<file path="config.mk">
export PLATFORM = sky130hd
export DESIGN_NAME = divfive_preset_counter
export DESIGN_NICKNAME = d
export VERILOG_FILES = /design/src/rtl/divfive_pkg.sv /design/src/rtl/divfive_count_core.sv /design/src/rtl/divfive_reload_path.sv /design/src/rtl/divfive_preset_counter.sv
export SDC_FILE = /design/constraint.sdc
export NUM_CORES = 1
export LEC_CHECK = 0
export CORE_AREA = 3 3 40 42
export CTS_BUF_LIST = sky130_fd_sc_hd__clkbuf_16
export CTS_CLUSTER_SIZE = 8
export DETAILED_ROUTE_END_ITERATION = 8
export DIE_AREA = 0 0 43 45
export GPL_ROUTABILITY_DRIVEN = 0
export SLEW_MARGIN = 20
export SYNTH_ARGS = -nofsm -noshare
export SYNTH_HDL_FRONTEND = slang
export SYNTH_HIERARCHICAL = 1
export SYNTH_SLANG_ARGS = --single-unit
</file>
<file path="constraint.sdc">
create_clock -name clk -period 2.5 [get_ports clk]
set_input_delay 0.375 -clock clk [delete_from_list [all_inputs] [get_ports clk]]
set_output_delay 0.375 -clock clk [all_outputs]
set_load 0.1 [all_outputs]
</file>
<file path="src/rtl/divfive_pkg.sv">
// Package: shared helpers for the preset-reload divider.
// Assumes ratio < 2**width, so that the preset fits in the counter.
package divfive_pkg;

    // Preset value that gives 'ratio' states ending at all ones. The registered
    // reload path needs one more, because its extra state is the wrap to zero.
    function automatic int unsigned reload_value(int unsigned width,
                                                 int unsigned ratio,
                                                 bit          pipelined);
        return (32'd1 << width) - ratio + (pipelined ? 32'd1 : 32'd0);
    endfunction

endpackage

</file>
<file path="src/rtl/divfive_count_core.sv">
// Module: loadable binary up-counter with terminal-count decode.
// Priority on each edge: reset, then seed, then reload, then increment.
// Assumes reset is held low for at least one edge at start-up.
module divfive_count_core #(
    parameter int unsigned          WIDTH  = 4,
    parameter logic [WIDTH-1:0]     PRESET = '0
) (
    input  logic             clk,
    input  logic             rst_n,
    input  logic             seed_en_i,
    input  logic [WIDTH-1:0] seed_val_i,
    input  logic             load_i,
    output logic [WIDTH-1:0] count_o,
    output logic             carry_o
);

    logic [WIDTH-1:0] count_q;
    logic             past_ok;

    // Counter state: reset, seed, reload or step.
    always_ff @(posedge clk) begin
        if (!rst_n) begin
            count_q <= PRESET;
        end else if (seed_en_i) begin
            count_q <= seed_val_i;
        end else if (load_i) begin
            count_q <= PRESET;
        end else begin
            count_q <= count_q + 1'b1;
        end
    end

    // Marks cycles whose previous edge was already out of reset.
    always_ff @(posedge clk) begin
        past_ok <= rst_n;
    end

    // Terminal-count decode.
    assign carry_o = &count_q;
    assign count_o = count_q;

    // a plain cycle adds exactly one.
    a_r5_step_by_one: assert property (@(posedge clk) disable iff (!rst_n)
        (past_ok && $past(!seed_en_i && !load_i)) |-> count_q == WIDTH'($past(count_q) + 1'b1));

    // a seed lands on the next edge.
    a_r6_seed_loads: assert property (@(posedge clk) disable iff (!rst_n)
        (past_ok && $past(seed_en_i)) |-> count_q == $past(seed_val_i));

    // a reload request lands the preset.
    a_r9_reload_preset: assert property (@(posedge clk) disable iff (!rst_n)
        (past_ok && $past(load_i && !seed_en_i)) |-> count_q == PRESET);

endmodule

</file>
<file path="src/rtl/divfive_reload_path.sv">
// Module: path from terminal-count decode to counter reload.
// PIPELINED = 0 passes the decode straight through. PIPELINED = 1 registers it,
// with the register cleared by reset or a seed. Assumes carry_i comes from a register.
module divfive_reload_path #(
    parameter bit PIPELINED = 1'b0
) (
    input  logic clk,
    input  logic rst_n,
    input  logic clr_i,
    input  logic carry_i,
    output logic load_o
);

    logic past_ok;

    // Marks cycles whose previous edge was already out of reset.
    always_ff @(posedge clk) begin
        past_ok <= rst_n;
    end

    generate
        if (PIPELINED) begin : g_registered
            logic pend_q;

            // One-stage delay of the terminal-count decode.
            always_ff @(posedge clk) begin
                if (!rst_n || clr_i) begin
                    pend_q <= 1'b0;
                end else begin
                    pend_q <= carry_i;
                end
            end

            assign load_o = pend_q;

            // a terminal count reloads one cycle later.
            a_r8_load_follows_carry: assert property (@(posedge clk) disable iff (!rst_n)
                (past_ok && $past(carry_i && !clr_i)) |-> load_o);
        end else begin : g_direct
            // Direct reload from the decode.
            assign load_o = carry_i;
        end
    endgenerate

    // never two reloads back to back unless a seed intervenes.
    a_r8_load_isolated: assert property (@(posedge clk) disable iff (!rst_n)
        (past_ok && $past(load_o && !clr_i)) |-> !load_o);

endmodule

</file>
<file path="src/rtl/divfive_preset_counter.sv">
// Module: divide-by-RATIO clock divider built from a preset-reload up-counter.
// div_o is the terminal-count decode, high one cycle in RATIO.
// Assumes synchronous inputs and reset held low at start-up.
module divfive_preset_counter #(
    parameter int unsigned WIDTH     = 4,
    parameter int unsigned RATIO     = 5,
    parameter bit          PIPELINED = 1'b0
) (
    input  logic             clk,
    input  logic             rst_n,
    input  logic             seed_en,
    input  logic [WIDTH-1:0] seed_val,
    output logic [WIDTH-1:0] count_o,
    output logic             div_o
);

    import divfive_pkg::*;

    localparam logic [WIDTH-1:0] PRESET = WIDTH'(reload_value(WIDTH, RATIO, PIPELINED));

    logic carry;
    logic load;
    logic in_loop;
    logic past_ok;

    divfive_count_core #(
        .WIDTH  (WIDTH),
        .PRESET (PRESET)
    ) u_core (
        .clk        (clk),
        .rst_n      (rst_n),
        .seed_en_i  (seed_en),
        .seed_val_i (seed_val),
        .load_i     (load),
        .count_o    (count_o),
        .carry_o    (carry)
    );

    divfive_reload_path #(
        .PIPELINED (PIPELINED)
    ) u_reload (
        .clk     (clk),
        .rst_n   (rst_n),
        .clr_i   (seed_en),
        .carry_i (carry),
        .load_o  (load)
    );

    assign div_o = carry;

    // Loop membership: preset and above, plus zero while a reload is pending.
    always_comb begin
        in_loop = (count_o >= PRESET) || (PIPELINED && (count_o == '0) && load);
    end

    // Marks cycles whose previous edge was already out of reset.
    always_ff @(posedge clk) begin
        past_ok <= rst_n;
    end

    // once inside the loop, it never leaves without a seed.
    a_r7_stay_in_loop: assert property (@(posedge clk) disable iff (!rst_n)
        (past_ok && $past(in_loop && !seed_en)) |-> in_loop);

    // the state after a divided pulse is the reload target (or zero when registered).
    a_r4_after_pulse: assert property (@(posedge clk) disable iff (!rst_n)
        (past_ok && $past(div_o && !seed_en)) |-> count_o == (PIPELINED ? '0 : PRESET));

endmodule

</file>
# Yosys cells after proc, flatten, opt, wreduce, memory -nomap -nowiden
# Index checks and enable logic that the tools add are counted.
[word_totals]
ff_bits = 4
output_inout_bits = 5
elab_cells = 5
[classes]
n_addsub = 1
muxes = 2
reduce_logical = 1
[op_table]
columns = ["cell", "n"]
rows = [
  ["2-to-1 mux 4 bit", 2],
  ["adder 4 x 1 -> 4 bit (second input constant)", 1],
  ["AND reduction 4 bit", 1],
]

# Logic depth before layout (Yosys ltp)
[depth]
depth_word = 3
ltp_mapped = 6
mapped_depth_nobuf = 5

# Modules after synthesis
# The synthesis kept the hierarchy.
[by_module_without_submodules]
columns = ["mod", "instances", "cells_each", "area_per_inst_um2", "seq_area_each_um2"]
rows = [
  ["divfive_count_core", 1, 21, 190.2, 80.1],
  ["divfive_reload_path", 1, 1, 7.5, 0.0],
]

# Least setup slack after synthesis
# Ideal clock, no wire load.
[synth_path]
path_kind = "register to register"
from = "register u_core.count_q[0] (netlist: u_core/count_o[0])"
to = "register u_core.count_q[3] (netlist: u_core/count_o[3])"
setup_ns = 0.078
arrival_ns = 2.286
required_time_ns = 2.422
slack_ns = 0.136
path_stages_with_launch = 7
synth_period_minus_slack_ns = 2.364
path_cell_list = "dfxtp_1 > ha_1 > and3_2 > buf_4 > nor2_1 > o211a_1 > a32oi_1"
[synth_between]
elab_chain_cells = 3
elab_cells_between_ends = 4
classes_between = "add/sub (1); mux (2); reduce/logical (1)"
[synth_lines]
columns = ["element", "line", "rtl"]
rows = [
  ["from (decl)", "divfive_count_core.sv:17", "logic [WIDTH-1:0] count_q;"],
  ["from (signal assigned)", "divfive_count_core.sv:25", "count_q <= seed_val_i;"],
  ["from (signal assigned)", "divfive_count_core.sv:29", "count_q <= count_q + 1'b1;"],
  ["AND reduction 4 bit", "divfive_count_core.sv:39", "assign carry_o = &count_q;"],
  ["named net div_o", "divfive_preset_counter.sv:14", "output logic div_o"],
  ["2-to-1 mux 4 bit", "divfive_count_core.sv:26", "end else if (load_i) begin"],
  ["2-to-1 mux 4 bit", "divfive_count_core.sv:24", "end else if (seed_en_i) begin"],
]
# The timed path passes the listed nets, and every way through them passes these cells.
# A chain may end at the register's enable or synchronous reset.

# Final worst setup path
[layout_path]
from = "register u_core.count_q[0] (netlist: u_core/count_o[0])"
to = "output port div_o"
[layout_between]
elab_chain_cells = 1
[layout_lines]
columns = ["element", "line"]
rows = [
  ["AND reduction 4 bit", "divfive_count_core.sv:39"],
  ["to (decl)", "divfive_preset_counter.sv:14"],
]
# No other way between the ends.

==> impl_metrics.yaml <==
global_routing:
  gr-total-overflow: 0
  antenna_found_initial: 0
  grt.busiest_layer: "met2"
  use_met2_pct: 9.28
  met1_usage_pct: 5.80
  grt_first_pass_wirelength_um: 814
  grt_use_met3_pct: 7.57
  grt_max_degree: 7
  grt_usage_pct: 6.67
  grt_pass1_vias: 208
timing:
  finalSetupTns_ns: 0
  drv_slew: 0
  hold_viol_final: 0
  fin_skew_ns: 0.000907
  tightestPinTransition_ns: 0.279
  period_share_pct: 67.6
  slew_headroom_pct: 81.6
  finalSetupViolations: 0
  max_freq_ghz: 0.592
  setup_slack_ns: 0.810
  min_period_ns: 1.69
  rsz0062_at_grt: "false"
clock_tree:
  path_clk_slew_ns: 0.03
  cts_resized: 0
  cts_buffer_depth: 2
  root_buffer: "clkbuf_16"
  cts_sinks: 4
  cts_setup_buffers: 0
  numCtsBuffers: 3
  clock_latency_ns: 0.22
  cts_hold_buf: 0
  htreeDepth: 1
  cts_tree: "done"
routing:
  ant_nets: 0
  dr.pass1.iters: 2
  vias: 207
  routedWlPerCell_um: 9.62
  wirelength_um: 481
  via_per_inst: 4.14
  dr.first_iter.drc_count: 5
  drc_errors: 0
synth:
  yosysWarningCount: 6
  synth_cells: 22
  synthSimpleGateAreaFrac_pct: 20.9
  synth.avg_cell_area_um2: 8.99
  yosysSeqAreaShare_pct: 40.5
  synthAdderAreaFrac_pct: 6.33
  synth_area_um2: 198
  synthMuxAreaShare_pct: 0
  syn-num-nets: 30
  synthTopCellsByArea: "dfxtp_1 41%, ha_1 6.3%, nor2b_1 6.3%, o211a_1 5.1%, a22o_1 4.4%"
  synth_top_family_by_area: "simple AND/OR/NAND/NOR gates"
  ys_ff_latch: 4
  synth_compound_area_share_pct: 20.3
  synthDominantCellAreaShare_pct: 40.5
  yosys.area.top_type: "dfxtp_1"
  synth_cell_types: 16
  yosys.area_share.xor_xnor_pct: 4.43
worst_setup_path:
  worstPathMaxFanout: 4
  cp_cell_sequence: "ha_1 > and3_2 > buf_4"
  crit_family: "flip-flops"
  crit_slowest_cell: "dfxtp_1"
  start_kind: "flip-flop"
  worstSetupEndpointType: "output port"
  timing.rr.start: "u_core/count_o[0]"
  max_stage_delay_ns: 0.39
  cp.required_ns: 2.12
  startpoint: "u_core/count_o[0]"
  worstPathArrival_ns: 1.31
  critical_path_class: "reg2out"
  worst-path-buf-inv: 1
layout:
  nets: 45
  n_antenna_cell: 0
  layout-drive-gt1-share_pct: 25.7
  utilization_pct: 29.7
  largest_reg_flops: 4
  syn2layout_area_growth_pct: 93.0
die:
  dieArea_um2: 1940
  rows: 13
  initial_core_util_pct: 15.4
  die_w_um: 43
  chipHeight_um: 45
  core_area_um2: 1280
  io_pins: 12
placement:
  post-place-ws_ns: 1.04
  portBuffers: 11
worst_hold_path:
  hp-start: "u_core/count_o[3]"
  min_path_type: "reg2reg"
status:
  outcome: "finished clean"
power_and_ir_drop:
  irDropWorstVdd_mv: 0.394
  power_density_nw_per_um2: 1090
  cellLeakagePower_nw: 0.180
job:
  drv_cap: 0
==> through the flow <==
step / power, mW / instances / instance area [um2] / hold slack (ns)
global placement: 0.171 / 47 / 307 / 0.481
floorplan: 0.147 / 22 / 198 / 0.437
detailed placement: 0.172 / 47 / 307 / 0.487
global route: 0.433 / 50 / 382 / 0.514
CTS: 0.422 / 50 / 382 / 0.492
finish: 0.416 / 50 / 382 / 0.487
==> path summary, 6_finish.rpt <==
| kind | to | slack (ns) | depth (start not counted) |
|---|---|---|---|
| worst min-delay path | u_core/count_o[3] | 0.49 | 2 |
| worst max-delay path | div_o | 0.81 | 3 |
| worst max register to register | u_core/count_o[3] | 1.17 | 5 |
| worst min register to register | u_core/count_o[3] | 0.49 | 2 |
==> final cells by class <==
type,count,area (um2)
Tap cell,15,18.8
Timing Repair Buffer,11,97.6
Multi-Input combinational cell,15,103
Fill cell,143,903
Sequential cell,4,80.1
Clock buffer,3,75.1
Inverter,2,7.51
==> power breakdown <==
part / switching, mW / total (mW) / internal [mW]
Combinational: 0.0663 / 0.0941 / 0.0278
Sequential: 0.00617 / 0.0764 / 0.0703
Clock: 0.0411 / 0.245 / 0.204
Total: 0.114 / 0.416 / 0.302
==> routing by layer <==
layer | part of all wire (%) | wire length [um] | vias up
li1 | - | - | 106
met1 | 43 | 205 | 90
met2 | 42 | 200 | 11
met3 | 16 | 76 | 0
met4 | 0 | 0 | 0
met5 | 0 | 0 | -
==> cells in the mapped netlist, drive strengths merged <==
cell / count
xor2: 1
nand3: 1
a22o: 1
nor2b: 2
ha: 1
o211a: 1
buf: 1
nor3: 1
nor2: 1
nand2: 2
inv: 2
dfxtp: 4
and3: 1
a32oi: 1
a22oi: 1
o21ai: 1
==> cells in the final DEF, fill, tap and decap left out <==
cell / count
dfxtp_1: 4
clkbuf_16: 3
xor2_1: 1
a32oi_1: 1
nor3_1: 1
and3_2: 1
inv_1: 2
clkdlybuf4s50_1: 6
o211a_1: 1
nor2_1: 1
a22oi_1: 1
nand3_1: 1
buf_4: 5
nor2b_1: 2
ha_1: 1
nand2_1: 2
o21ai_0: 1
a22o_1: 1
==> logic make-up after synthesis <==
family                     after synthesis
and+or+nand+nor                          8
AOI/OAI and AO/OA                        5
DFF                                      4
buffers and inverters                    3
xor gates and xnor gates                 1
adders and majority gates                1
==> worst min-delay path: stages, from the launching register on <==
cell and delay (ns):
dfxtp_1 0.32, nand2_1 0.07, a32oi_1 0.04
No activity file was read; power rests on OpenSTA's default activity.
